$ cat src/rtl/exc_entry_pkg.sv
package exc_entry_pkg;
    localparam int XLEN      = 32;
    localparam int MODE_W    = 5;
    localparam int CODE_W    = 3;
    localparam int BANK_W    = 3;
    localparam int VEC_SHIFT = 2;
    localparam int BIT_I     = 7;
    localparam int BIT_F     = 6;
    localparam int BIT_T     = 5;
    localparam logic [XLEN-1:0] RET_ADJ = XLEN'(4);

    typedef enum logic [CODE_W-1:0] {
        EXC_RESET = 3'd0,
        EXC_UNDEF = 3'd1,
        EXC_SWI   = 3'd2,
        EXC_PABT  = 3'd3,
        EXC_DABT  = 3'd4,
        EXC_ADDR  = 3'd5,
        EXC_IRQ   = 3'd6,
        EXC_FIQ   = 3'd7
    } exc_code_e;

    typedef enum logic [BANK_W-1:0] {
        BANK_SVC = 3'd0,
        BANK_ABT = 3'd1,
        BANK_UND = 3'd2,
        BANK_IRQ = 3'd3,
        BANK_FIQ = 3'd4
    } bank_e;

    localparam logic [MODE_W-1:0] M32_FIQ = 5'b10001;
    localparam logic [MODE_W-1:0] M32_IRQ = 5'b10010;
    localparam logic [MODE_W-1:0] M32_SVC = 5'b10011;
    localparam logic [MODE_W-1:0] M32_ABT = 5'b10111;
    localparam logic [MODE_W-1:0] M32_UND = 5'b11011;
    localparam logic [MODE_W-1:0] M26_FIQ = 5'b00001;
    localparam logic [MODE_W-1:0] M26_IRQ = 5'b00010;
    localparam logic [MODE_W-1:0] M26_SVC = 5'b00011;

    typedef struct packed {
        bank_e             bank;
        logic [MODE_W-1:0] mode;
        logic              mask_fiq;
    } route_t;

    function automatic logic [XLEN-1:0] vec_addr(input logic [CODE_W-1:0] code);
        return XLEN'(code) << VEC_SHIFT;
    endfunction

    // Combined 26-bit word: flags, masks, word address, low mode bits
    function automatic logic [XLEN-1:0] pack26(input logic [XLEN-1:0] psr,
                                               input logic [XLEN-1:0] addr);
        return {psr[31:28], psr[BIT_I], psr[BIT_F], addr[25:2], psr[1:0]};
    endfunction

    function automatic logic [XLEN-1:0] mode_is32_pc(input logic [XLEN-1:0] psr,
                                                     input logic [XLEN-1:0] addr);
        return psr[4] ? addr : pack26(psr, addr);
    endfunction
endpackage

$ cat src/rtl/exc_route.sv
module exc_route
    import exc_entry_pkg::*;
(
    input  logic [CODE_W-1:0] code,
    input  logic              cfg_32,
    output route_t            route
);
    always_comb begin
        route.bank     = BANK_SVC;
        route.mode     = cfg_32 ? M32_SVC : M26_SVC;
        route.mask_fiq = 1'b0;
        unique case (exc_code_e'(code))
            EXC_RESET: route.mask_fiq = 1'b1;
            EXC_SWI:   ;
            EXC_UNDEF: if (cfg_32) begin
                route.bank = BANK_UND;
                route.mode = M32_UND;
            end
            EXC_PABT, EXC_DABT: if (cfg_32) begin
                route.bank = BANK_ABT;
                route.mode = M32_ABT;
            end
            EXC_ADDR:  route.mode = M26_SVC;
            EXC_IRQ: begin
                route.bank = BANK_IRQ;
                route.mode = cfg_32 ? M32_IRQ : M26_IRQ;
            end
            EXC_FIQ: begin
                route.bank     = BANK_FIQ;
                route.mode     = cfg_32 ? M32_FIQ : M26_FIQ;
                route.mask_fiq = 1'b1;
            end
            default: ;
        endcase
    end
endmodule

$ cat src/rtl/exc_retaddr.sv
module exc_retaddr
    import exc_entry_pkg::*;
(
    input  logic [CODE_W-1:0] code,
    input  logic              cfg_32,
    input  logic [XLEN-1:0]   psr,
    input  logic [XLEN-1:0]   pc,
    output logic [XLEN-1:0]   link
);
    logic [XLEN-1:0] captured;

    always_comb begin
        captured = cfg_32 ? pc : pack26(psr, pc);
        link     = (exc_code_e'(code) == EXC_RESET) ? captured : captured - RET_ADJ;
    end
endmodule

$ cat src/rtl/exc_psr_build.sv
module exc_psr_build
    import exc_entry_pkg::*;
(
    input  logic [XLEN-1:0]   psr_in,
    input  route_t            route,
    input  logic [CODE_W-1:0] code,
    output logic [XLEN-1:0]   psr_out,
    output logic [XLEN-1:0]   pc_out
);
    always_comb begin
        psr_out             = psr_in;
        psr_out[BIT_I]      = 1'b1;
        psr_out[BIT_F]      = psr_in[BIT_F] | route.mask_fiq;
        psr_out[MODE_W-1:0] = route.mode;
        pc_out              = mode_is32_pc(psr_out, vec_addr(code));
    end
endmodule

$ cat src/rtl/exc_entry_ctrl.sv
module exc_entry_ctrl
    import exc_entry_pkg::*;
(
    input  logic              clk,
    input  logic              rst,
    input  logic              cfg_32,
    input  logic              req_valid,
    input  logic [2:0]        req_code,
    input  logic [31:0]       cur_psr,
    input  logic [31:0]       cur_pc,
    output logic [31:0]       new_psr,
    output logic [31:0]       new_pc,
    output logic [31:0]       lr_out,
    output logic              spsr_we,
    output logic [2:0]        spsr_bank,
    output logic [31:0]       spsr_data,
    output logic              done
);
    route_t          route;
    logic [XLEN-1:0] link_d;
    logic [XLEN-1:0] psr_d;
    logic [XLEN-1:0] pc_d;
    logic [XLEN-1:0] rst_psr;
    logic [XLEN-1:0] rst_pc;

    exc_route u_route (
        .code   (req_code),
        .cfg_32 (cfg_32),
        .route  (route)
    );

    exc_retaddr u_ret (
        .code   (req_code),
        .cfg_32 (cfg_32),
        .psr    (cur_psr),
        .pc     (cur_pc),
        .link   (link_d)
    );

    exc_psr_build u_psr (
        .psr_in  (cur_psr),
        .route   (route),
        .code    (req_code),
        .psr_out (psr_d),
        .pc_out  (pc_d)
    );

    always_comb begin
        rst_psr             = '0;
        rst_psr[BIT_I]      = 1'b1;
        rst_psr[BIT_F]      = 1'b1;
        rst_psr[MODE_W-1:0] = cfg_32 ? M32_SVC : M26_SVC;
        rst_pc              = mode_is32_pc(rst_psr, '0);
    end

    always_ff @(posedge clk) begin
        if (rst) begin
            new_psr   <= rst_psr;
            new_pc    <= rst_pc;
            lr_out    <= '0;
            spsr_we   <= 1'b0;
            spsr_bank <= '0;
            spsr_data <= '0;
            done      <= 1'b0;
        end else begin
            spsr_we <= req_valid;
            done    <= req_valid;
            if (req_valid) begin
                new_psr   <= psr_d;
                new_pc    <= pc_d;
                lr_out    <= link_d;
                spsr_bank <= route.bank;
                spsr_data <= cur_psr;
            end
        end
    end
endmodule

$ cat config.mk
export PLATFORM = sky130hd
export DESIGN_NAME = exc_entry_ctrl
export DESIGN_NICKNAME = d
export VERILOG_FILES = /design/src/rtl/exc_entry_pkg.sv /design/src/rtl/exc_route.sv /design/src/rtl/exc_retaddr.sv /design/src/rtl/exc_psr_build.sv /design/src/rtl/exc_entry_ctrl.sv
export SDC_FILE = /design/constraint.sdc
export NUM_CORES = 1
export LEC_CHECK = 0
export ABC_CLOCK_PERIOD_IN_PS = 2200
export BUFFER_PORTS_ARGS = -buffer_cell sky130_fd_sc_hd__buf_2
export CAP_MARGIN = 30
export CELL_PAD_IN_SITES_DETAIL_PLACEMENT = 1
export CELL_PAD_IN_SITES_GLOBAL_PLACEMENT = 1
export CORE_ASPECT_RATIO = 0.8
export CORE_MARGIN = 8
export CORE_UTILIZATION = 30
export DETAILED_ROUTE_END_ITERATION = 7
export PLACE_DENSITY_LB_ADDON = 0.1
export SLEW_MARGIN = 30
export SYNTH_ARGS = -nofsm -noshare
export SYNTH_HDL_FRONTEND = slang
export SYNTH_SLANG_ARGS = --single-unit
$ cat constraint.sdc
create_clock -name clk -period 2.2 [get_ports clk]
set_input_delay 0.22 -clock clk [delete_from_list [all_inputs] [get_ports clk]]
set_output_delay 0.22 -clock clk [all_outputs]
set_load 0.1 [all_outputs]
==> impl_metrics.py <==
metrics = {
    "yosys": {
        "async_flop_share_pct": 0,
        "syn_inst": 465,
        "yosysSeqAreaShare_pct": 43.5,
        "avgSynthCellArea_um2": 9.21,
        "syn_area_um2": 4280,
        "synthDistinctLibCells": 55,
        "ys_warn_count": 0,
        "synthFlopType": "dfxtp_1",
        "synth_seq_cells": 85,
        "synth-edff-count": 16,
    },
    "grt": {
        "antenna_found_initial": 2,
        "grt.total_usage_pct": 15.9,
        "grt_max_degree": 54,
        "grt_pass1_wl_um": 22800,
        "grt_pass1_vias": 4242,
        "grt-ovfl-total": 0,
    },
    "setup_path": {
        "startpoint": "cur_pc[8]",
        "crit_family": "simple AND/OR/NAND/NOR gates",
        "reg2regPathDepth": 2,
        "r2r-start": "lr_out[25]",
        "cpPeakStageDelay_ns": 0.55,
        "cp.required_ns": 2.46,
        "critPathKind": "in2reg",
        "crit_path_start_kind": "input pin",
        "critical_path.most_common_cell": "or4_1",
        "path_depth": 5,
        "slowest_stage": "or4_1",
        "cp_cell_sequence": "buf_2 -> or4_1 -> or4_4 -> or4_1 -> a311oi_1",
        "cp-end-kind": "flip-flop",
        "worstPathArrival_ns": 2.23,
        "crit_fanout": 16,
        "critical_path_buf_inv_count": 1,
    },
    "clock_network": {
        "cts.repair.resized": 0,
        "clk_pin_slew_ns": 0.06,
        "cts.sinks": 85,
        "cts_hold_buffers": 0,
        "root_buffer": "clkbuf_16",
        "cts_setup_buffers": 0,
        "clock_path_buffers": 2,
        "insertion_delay_ns": 0.34,
        "cts_tree": "done",
        "cts_buffers": 9,
        "cts_max_level": 3,
    },
    "drt": {
        "vias": 3979,
        "avgRoutedWirePerCell_um": 17.7,
        "firstDrtPassIters": 6,
        "routed_wl_um": 14400,
        "ant_nets": 0,
        "drcViolationCount": 0,
        "drtIter0Drc": 184,
        "viasPerCell": 4.88,
    },
    "sta": {
        "slew_viol_final": 0,
        "timing.final.ws_setup_ns": 0.226,
        "finalCriticalPeriod_ns": 1.97,
        "fin_crit_sh_pct": 89.7,
        "hold_viol": 0,
        "fin_skew_ns": 0,
        "whs_ns": 0.110,
        "fmax_ghz": 0.506,
        "tightestPinTransition_ns": 0.634,
        "max_slew_margin_pct": 57.7,
        "setup_viol": 0,
        "finalSetupTns_ns": 0,
        "rsz0062_at_grt": "no",
    },
    "placed_design": {
        "place_congestion": 0.754,
        "portBuffers": 181,
        "placed_cells": 801,
        "dp_slack_ns": -0.123,
        "dpl.hpwl_um": 11300,
    },
    "layout": {
        "layout_common_cells": "180 x buf_2, 69 x nor2_1, 69 x dfxtp_1",
        "area_delta_synth_final_pct": 28.4,
        "drive_gt1_share_pct": 37.9,
        "final-instance-count-excl-fill": 816,
        "n_fill_cell": 1697,
        "final_common_cell": "buf_2",
        "num-nets-final": 700,
        "multi_input_area_um2": 1970,
        "seqCellArea_um2": 1860,
    },
    "pwr": {
        "power_density_nw_per_um2": 881,
        "ir_worst_vdd_mv": 0.445,
        "p_leak_nw": 2.57,
    },
    "min_path": {
        "hold_depth": 3,
        "min-delay-start": "cur_psr[11]",
        "hp-class": "in2reg",
    },
    "die": {
        "chipHeight_um": 123,
        "initial_utilization_pct": 30.4,
        "io_pins": 204,
        "die_w_um": 150,
        "dieArea_um2": 18400,
        "core_um2": 14100,
        "fp-row-count": 39,
    },
    "outcome": {
        "status": "finished clean",
    },
    "job": {
        "drv_cap": 0,
    },
}
final timing paths:
kind | to | slack (ns)
min reg2reg | lr_out[26] | 0.46
max reg2reg | lr_out[25] | 1.29
max | lr_out[20] | 0.23
min | spsr_data[11] | 0.11
cell usage after synthesis, drive strengths merged (7+ instances only):
master | n | area share, %
a21oi | 7 | 0.82
dfxtp | 69 | 32
edfxtp | 16 | 11
a211oi | 12 | 2.1
nor3 | 7 | 0.82
clkbuf | 25 | 2.2
a311oi | 13 | 2.7
buf | 56 | 9.3
inv | 8 | 0.70
o31ai | 10 | 1.8
mux2i | 37 | 8.6
nand3 | 8 | 0.93
and2 | 8 | 1.2
o21ai | 8 | 0.93
or3 | 7 | 1.0
nand2 | 15 | 1.3
nor4 | 8 | 1.2
or4 | 16 | 2.9
nor2 | 69 | 6.0
state kept, by name (all words and copies together) (netlist names):
name	count
spsr_data	32
new_psr	6
spsr_bank	3
new_pc	11
done	1
lr_out	32
where the power goes:
group / switching, mW / internal [mW]
Clock: 0.617 / 0.745
Combinational: 1.46 / 0.272
Sequential: 0.0575 / 1.70
kinds of logic after synthesis:
logic type                 Yosys count  share of synthesized area (%)
AOI/OAI and AO/OA                   70                           12.2
xor gates and xnor gates            10                           2.04
adders and majority gates            1                          0.292
buffers and inverters               89                           12.2
DFF                                 85                           43.5
muxes                               41                           9.70
other                                2                          0.175
and+or+nand+nor                    167                           20.0
metrics by stage:
stage | util, % | power (mW) | area, µm²
2_1_floorplan | - | 3.26 | 4360
3_3_place_gp | 37.2 | 3.52 | 5250
3_5_place_dp | 37.2 | 3.53 | 5250
4_1_cts | 39.0 | 4.92 | 5500
5_1_grt | 39.0 | 5.06 | 5500
6_report | 39.0 | 4.85 | 5500
per-layer routing:
metal  vias to the layer above  global-route usage, %  wire length [µm]
met5                         -                      0                14
met4                         2                   4.97               180
met2                       138                   25.3              6560
met3                        16                   7.44              1370
met1                      1894                   18.7              6320
li1                       1929                      -                 -
worst min-delay path: stages:
cell	delay, ns
buf_2	0.07
mux2i_1	0.05
nor2_1	0.07
final cells by class:
cell class,count,area share [%]
multi-input combinational,311,35.9
sequential,85,33.8
timing repair buffer,213,20.9
tap,184,4.18
clock buffer,9,4.09
clock inverter,5,0.546
inverter,8,0.546
antenna,1,0.0455
No activity file was read; power rests on OpenSTA's default activity.
